[src/rtl/cnc_pkg.sv]
// cnc_pkg: shared defaults and helpers for the compressed check node.
// Assumes: nothing; pure constants and constant functions.
package cnc_pkg;

    localparam int unsigned DEF_DEGREE = 6;
    localparam int unsigned DEF_MAG_W  = 5;

    // Smallest power of two not below n (n >= 1).
    function automatic int unsigned pow2_ceil(input int unsigned n);
        int unsigned p;
        p = 1;
        while (p < n) p = p << 1;
        return p;
    endfunction

endpackage

[src/rtl/cnc_split.sv]
// cnc_split: separates each packed sign-magnitude lane into a sign bit and
// an unsigned magnitude. Assumes lane k sits at [k*(MAG_W+1) +: MAG_W+1]
// with the sign in the top bit of the lane.
module cnc_split #(
    parameter int unsigned DEGREE = cnc_pkg::DEF_DEGREE,
    parameter int unsigned MAG_W  = cnc_pkg::DEF_MAG_W
) (
    input  logic [DEGREE*(MAG_W+1)-1:0] msg_i,
    output logic [DEGREE-1:0]           sign_o,
    output logic [DEGREE*MAG_W-1:0]     mag_o
);
    localparam int unsigned LANE_W = MAG_W + 1;

    // One slice per lane: top bit to the sign vector, the rest to the magnitudes.
    for (genvar k = 0; k < DEGREE; k++) begin : g_lane
        assign sign_o[k]               = msg_i[k*LANE_W + MAG_W];
        assign mag_o[k*MAG_W +: MAG_W] = msg_i[k*LANE_W +: MAG_W];
    end

endmodule

[src/rtl/cnc_sign_parity.sv]
// cnc_sign_parity: folds all lane signs and the measured syndrome into one
// parity bit. Assumes sign 1 means a negative message (bit believed 1).
module cnc_sign_parity #(
    parameter int unsigned DEGREE = cnc_pkg::DEF_DEGREE
) (
    input  logic [DEGREE-1:0] sign_i,
    input  logic              syndrome_i,
    output logic              parity_o
);
    // Reduction XOR of the signs, inverted when the syndrome is set.
    always_comb begin
        parity_o = syndrome_i;
        for (int k = 0; k < DEGREE; k++) parity_o = parity_o ^ sign_i[k];
    end

endmodule

[src/rtl/cnc_min2_merge.sv]
// cnc_min2_merge: combines two partial (min1, min2, index) records into one.
// Assumes record A covers lower lane numbers than record B, so a tie on the
// minimum keeps A's index and pushes B's equal value into the second slot.
module cnc_min2_merge #(
    parameter int unsigned MAG_W = cnc_pkg::DEF_MAG_W,
    parameter int unsigned IDX_W = 3
) (
    input  logic [MAG_W-1:0] a_min1_i,
    input  logic [MAG_W-1:0] a_min2_i,
    input  logic [IDX_W-1:0] a_idx_i,
    input  logic [MAG_W-1:0] b_min1_i,
    input  logic [MAG_W-1:0] b_min2_i,
    input  logic [IDX_W-1:0] b_idx_i,
    output logic [MAG_W-1:0] min1_o,
    output logic [MAG_W-1:0] min2_o,
    output logic [IDX_W-1:0] idx_o
);
    logic b_wins;

    // B only takes the lead on a strictly smaller value.
    always_comb begin
        b_wins = (b_min1_i < a_min1_i);
        if (b_wins) begin
            min1_o = b_min1_i;
            idx_o  = b_idx_i;
            min2_o = (a_min1_i < b_min2_i) ? a_min1_i : b_min2_i;
        end else begin
            min1_o = a_min1_i;
            idx_o  = a_idx_i;
            min2_o = (b_min1_i < a_min2_i) ? b_min1_i : a_min2_i;
        end
    end

endmodule

[src/rtl/cnc_min2_tree.sv]
// cnc_min2_tree: balanced two-minimum merge tree over DEGREE magnitudes.
// Assumes DEGREE >= 2. Leaves are padded up to a power of two with the
// largest magnitude at the highest lane numbers, so padding never wins.
module cnc_min2_tree #(
    parameter int unsigned DEGREE = cnc_pkg::DEF_DEGREE,
    parameter int unsigned MAG_W  = cnc_pkg::DEF_MAG_W,
    parameter int unsigned IDX_W  = $clog2(DEGREE)
) (
    input  logic [DEGREE*MAG_W-1:0] mag_i,
    output logic [MAG_W-1:0]        min1_o,
    output logic [MAG_W-1:0]        min2_o,
    output logic [IDX_W-1:0]        idx_o
);
    localparam int unsigned LEAVES = cnc_pkg::pow2_ceil(DEGREE);
    localparam int unsigned NODES  = 2 * LEAVES - 1;
    localparam logic [MAG_W-1:0] MAG_TOP = '1;

    // Heap layout: node n has children 2n+1 (lower lanes) and 2n+2.
    logic [MAG_W-1:0] n_min1 [NODES];
    logic [MAG_W-1:0] n_min2 [NODES];
    logic [IDX_W-1:0] n_idx  [NODES];

    // Leaves: real lanes carry their magnitude, padding carries the maximum.
    for (genvar i = 0; i < LEAVES; i++) begin : g_leaf
        if (i < DEGREE) begin : g_real
            assign n_min1[LEAVES-1+i] = mag_i[i*MAG_W +: MAG_W];
        end else begin : g_pad
            assign n_min1[LEAVES-1+i] = MAG_TOP;
        end
        assign n_min2[LEAVES-1+i] = MAG_TOP;
        assign n_idx[LEAVES-1+i]  = IDX_W'(i);
    end

    // Internal nodes: one merge stage each, root at node 0.
    for (genvar n = 0; n < LEAVES - 1; n++) begin : g_node
        cnc_min2_merge #(
            .MAG_W (MAG_W),
            .IDX_W (IDX_W)
        ) u_merge (
            .a_min1_i (n_min1[2*n+1]),
            .a_min2_i (n_min2[2*n+1]),
            .a_idx_i  (n_idx[2*n+1]),
            .b_min1_i (n_min1[2*n+2]),
            .b_min2_i (n_min2[2*n+2]),
            .b_idx_i  (n_idx[2*n+2]),
            .min1_o   (n_min1[n]),
            .min2_o   (n_min2[n]),
            .idx_o    (n_idx[n])
        );
    end

    assign min1_o = n_min1[0];
    assign min2_o = n_min2[0];
    assign idx_o  = n_idx[0];

endmodule

[src/rtl/chk_node_compress.sv]
// chk_node_compress: one check node that reduces DEGREE sign-magnitude
// messages to a registered summary (min1, min2, argmin lane, folded parity)
// plus an unsatisfied flag. Assumes DEGREE >= 2; synchronous active-low reset;
// the summary registers only on edges where stage_en_i is high.
module chk_node_compress #(
    parameter int unsigned DEGREE = cnc_pkg::DEF_DEGREE,
    parameter int unsigned MAG_W  = cnc_pkg::DEF_MAG_W
) (
    input  logic                                clk,
    input  logic                                rst_n,
    input  logic                                stage_en_i,
    input  logic                                syndrome_i,
    input  logic [DEGREE*(MAG_W+1)-1:0]         msg_i,
    output logic [MAG_W-1:0]                    min1_o,
    output logic [MAG_W-1:0]                    min2_o,
    output logic [$clog2(DEGREE)-1:0]           min_idx_o,
    output logic                                parity_o,
    output logic                                unsat_o
);
    localparam int unsigned IDX_W = $clog2(DEGREE);

    logic [DEGREE-1:0]       sign_w;
    logic [DEGREE*MAG_W-1:0] mag_w;
    logic [MAG_W-1:0]        min1_w;
    logic [MAG_W-1:0]        min2_w;
    logic [IDX_W-1:0]        idx_w;
    logic                    parity_w;

    cnc_split #(
        .DEGREE (DEGREE),
        .MAG_W  (MAG_W)
    ) u_split (
        .msg_i  (msg_i),
        .sign_o (sign_w),
        .mag_o  (mag_w)
    );

    cnc_min2_tree #(
        .DEGREE (DEGREE),
        .MAG_W  (MAG_W),
        .IDX_W  (IDX_W)
    ) u_tree (
        .mag_i  (mag_w),
        .min1_o (min1_w),
        .min2_o (min2_w),
        .idx_o  (idx_w)
    );

    cnc_sign_parity #(
        .DEGREE (DEGREE)
    ) u_parity (
        .sign_i     (sign_w),
        .syndrome_i (syndrome_i),
        .parity_o   (parity_w)
    );

    // Summary register: cleared by reset, loaded in the check stage, else held.
    always_ff @(posedge clk) begin
        if (!rst_n) begin
            min1_o    <= '0;
            min2_o    <= '0;
            min_idx_o <= '0;
            parity_o  <= 1'b0;
            unsat_o   <= 1'b0;
        end else if (stage_en_i) begin
            min1_o    <= min1_w;
            min2_o    <= min2_w;
            min_idx_o <= idx_w;
            parity_o  <= parity_w;
            unsat_o   <= parity_w;
        end
    end

endmodule

[config.mk]
export PLATFORM = sky130hd
export DESIGN_NAME = chk_node_compress
export DESIGN_NICKNAME = d
export VERILOG_FILES = /design/src/rtl/cnc_pkg.sv /design/src/rtl/cnc_split.sv /design/src/rtl/cnc_sign_parity.sv /design/src/rtl/cnc_min2_merge.sv /design/src/rtl/cnc_min2_tree.sv /design/src/rtl/chk_node_compress.sv
export SDC_FILE = /design/constraint.sdc
export NUM_CORES = 1
export LEC_CHECK = 0
export BUFFER_PORTS_ARGS = -buffer_cell sky130_fd_sc_hd__buf_2
export CORE_ASPECT_RATIO = 2
export CORE_UTILIZATION = 55
export DETAILED_ROUTE_END_ITERATION = 16
export GPL_ROUTABILITY_DRIVEN = 0
export GPL_TIMING_DRIVEN = 0
export HOLD_SLACK_MARGIN = 0.1
export PLACE_DENSITY = 0.81
export SKIP_LAST_GASP = 1
export SYNTH_ARGS = -nofsm -noshare
export SYNTH_HDL_FRONTEND = slang
export SYNTH_SLANG_ARGS = --single-unit
[constraint.sdc]
create_clock -name clk -period 8.25 [get_ports clk]
set_input_delay 2.475 -clock clk [delete_from_list [all_inputs] [get_ports clk]]
set_output_delay 2.475 -clock clk [all_outputs]
set_load 0.02 [all_outputs]
==> metrics.yaml <==
run_status:
  status: "finished clean"
floorplan:
  die_w_um: 48.8
  num_rows: 33
  start_util_pct: 58.4
  die_area_um2: 4670
  boundaryPins: 55
  core_um2: 4130
  dieHeight_um: 95.6
pwr:
  p_leak_nw: 1.42
  p_clk_share_pct: 11.3
  p_sw_mw: 0.283
  power_mw: 0.577
  switching_share_pct: 49.1
  ir_worst_vdd_v: 0.000174
  powerDensity_nw_per_um2: 205
  intPower_mw: 0.294
  p_seq_share_pct: 15.3
  combPwrFrac_pct: 73.4
yosys:
  synthCells: 300
  synth_commonest_cells: "ha_1, inv_1, a21oi_1, mux2i_1, nor2_1"
  yosys_warnings: 0
  async_flop_share_pct: 0
  synth_cell_types: 54
  synth_most_common_cell: "ha_1"
  synth_edf_count: 0
  synth_top_area_cell: "ha_1"
  synth_area_um2: 2410
  avgSynthCellArea_um2: 8.04
  synth_top_area_share_pct: 17.6
  synth_area_leaders: "ha_1, dfxtp_1, mux2i_1, a21oi_1, inv_1"
  synth_nets: 374
  seq_area_frac_synth_pct: 11.6
  synth-main-ff-cell: "dfxtp_1"
  yosys_register_bits: 14
clock_network:
  cts_buffers: 3
  cts.sinks: 14
  cts_buffer_depth: 2
  root_buffer: "clkbuf_8"
  cts_tree: "done"
  clkSlewWorstSetupHoldPaths_ns: 0.06
  htreeDepth: 1
  ctsHoldBuffers: 0
  clock_latency_ns: 0.24
global_route:
  grt_pass1_wl_mm: 10.8
  grt_start_max_net_pins: 11
  grt_overflow: 0
  antenna_found_initial: 0
  first_global_vias: 2529
  grt.total_usage_pct: 29.9
placement:
  dp_hpwl_mm: 5.70
  portBuffers: 54
drt:
  drt-initial-drc-count: 45
  routed-via-count: 2515
  routedWlPerCell_um: 16.4
  first_pass_iters: 6
  drtAntennaViolNets: 0
  drcViolationCount: 0
  totalWireLength_mm: 6.71
  via_per_inst: 6.13
timing:
  period_minus_slack_ns: 7.83
  final_max_slew_viol_count: 0
  slew-limit-headroom_pct: 62.4
  period_share_pct: 94.9
  timing.fmax_mhz: 128
  rsz0062_at_grt: "false"
  skew_ns: 0
  worst_pin_slew_ns: 0.550
  hold_viol: 0
  setup_viol: 0
run:
  cap_viol_max_count: 0
critical_path:
  end_kind: "register"
  critPathBufInv: 5
  cp_slowest_cell: "a31oi_1"
  endpoint: "min2_o[4]$_SDFFE_PN0P_"
  crit-reg2reg-launch: "min2_o[3]$_SDFFE_PN0P_"
  cp_top_family: "compound AO/OA/AOI/OAI gates"
  r2r_slack_ns: 7.44
  worstPathArrival_ns: 7.93
  crit_required_ns: 8.36
  regToRegEndpoint: "min2_o[3]$_SDFFE_PN0P_"
  crit_path_start: "msg_i[16]"
  ff2ff_path_depth: 2
  cp_max_fo: 10
  critPathKind: "primary input to register"
  critPathLaunchType: "primary input"
  cp_slowest_stage_delay_ns: 0.37
  cp_common_cell: "a21o_1"
  crit_cells: 26
final_layout:
  nets: 433
  fin_util_pct: 68.0
  drive_above_1_share_pct: 25.1
  n_antenna_cell: 0
  syn2layout_area_growth_pct: 16.5
hold_path:
  hp-start: "min1_o[1]$_SDFFE_PN0P_"
  hold_class: "register to register"
-- how the worst min path moves through the flow --
stage | end | slack [ns] | cells after the start
after global routing | min1_o[4]$_SDFFE_PN0P_ | 0.49 | 1
after CTS | min1_o[1]$_SDFFE_PN0P_ | 0.48 | 1
after floorplan | min1_o[2]$_SDFFE_PN0P_ | 0.55 | 2
after detailed placement | min1_o[1]$_SDFFE_PN0P_ | 0.47 | 1
after global placement | min1_o[4]$_SDFFE_PN0P_ | 0.46 | 1
final | min1_o[1]$_SDFFE_PN0P_ | 0.47 | 1
-- through the flow --
stage	cell area (µm²)	std cells	TNS [ns]	hold WS [ns]	worst slack, ns
after floorplan	2410	300	0	0.552	1.05
after global placement	2750	406	0	0.462	0.0298
after detailed placement	2750	406	-0.00524	0.467	-0.00293
after CTS	2800	410	0	0.482	0.223
after global routing	2810	410	0	0.494	0.0811
final	2810	410	0	0.475	0.423
-- flip-flops by register name, summed over array words and instances, names as in the netlist --
name,count
min1_o,5
min2_o,5
min_idx_o,3
unsat_o,1
-- layer usage --
layer  part of all wire, %  vias up  track usage (%)  wire, µm
li1                      -     1240                -         -
met1                    34     1159             25.0      2250
met2                    56       83             63.0      3760
met3                   3.1       33             2.23       208
met4                   7.4        0             21.6       494
met5                     0        -                0         0
-- cells in the final DEF, fill, tap and decap left out, drive strengths merged, types with 3 or more instances in the layout --
master	n
a21oi	33
nand4	5
buf	56
nand3	3
nor2b	6
o21a	3
mux2i	26
a21boi	3
clkbuf	11
inv	31
nand2b	6
xnor2	4
o211a	4
a31oi	6
dfxtp	14
o221ai	5
o21ai	15
a211oi	5
ha	34
a22oi	4
nand2	17
o211ai	9
a21o	9
a2bb2oi	3
mux2	7
nor3	4
nor2	17
-- area by class of cell --
type	count	area, µm²
multi-input combinational	246	1980
fill	387	1320
sequential	14	280
timing repair buffer	54	270
inverter	31	116
tap	52	65.1
clock buffer	4	55.1
buffer	9	41.3
-- kinds of logic after synthesis --
| family | count (synthesis) | share of synthesized area (%) |
|---|---|---|
| fa+ha+maj | 34 | 17.6 |
| compound gates | 110 | 34.2 |
| buf+inv | 40 | 6.43 |
| flops | 14 | 11.6 |
| xor+xnor | 6 | 2.18 |
| mux | 33 | 14.2 |
| simple gates | 63 | 13.7 |
-- repair_timing --
item | 4_1_cts | 5_1_grt
endpoints found under the setup margin | 0 | 4
buffers inserted | 0 | 0
resized for setup | 0 | 5
-- power by group through the flow --
stage | logic, mW | clock network, mW | registers (mW)
6_report | 0.423 | 0.0652 | 0.0885
5_1_grt | 0.462 | 0.0702 | 0.0899
4_1_cts | 0.414 | 0.0661 | 0.0883
3_5_place_dp | 0.411 | 0 | 0.0895
3_3_place_gp | 0.399 | 0 | 0.0889
2_1_floorplan | 0.295 | 0 | 0.106
(Power assumes the default switching activity.)
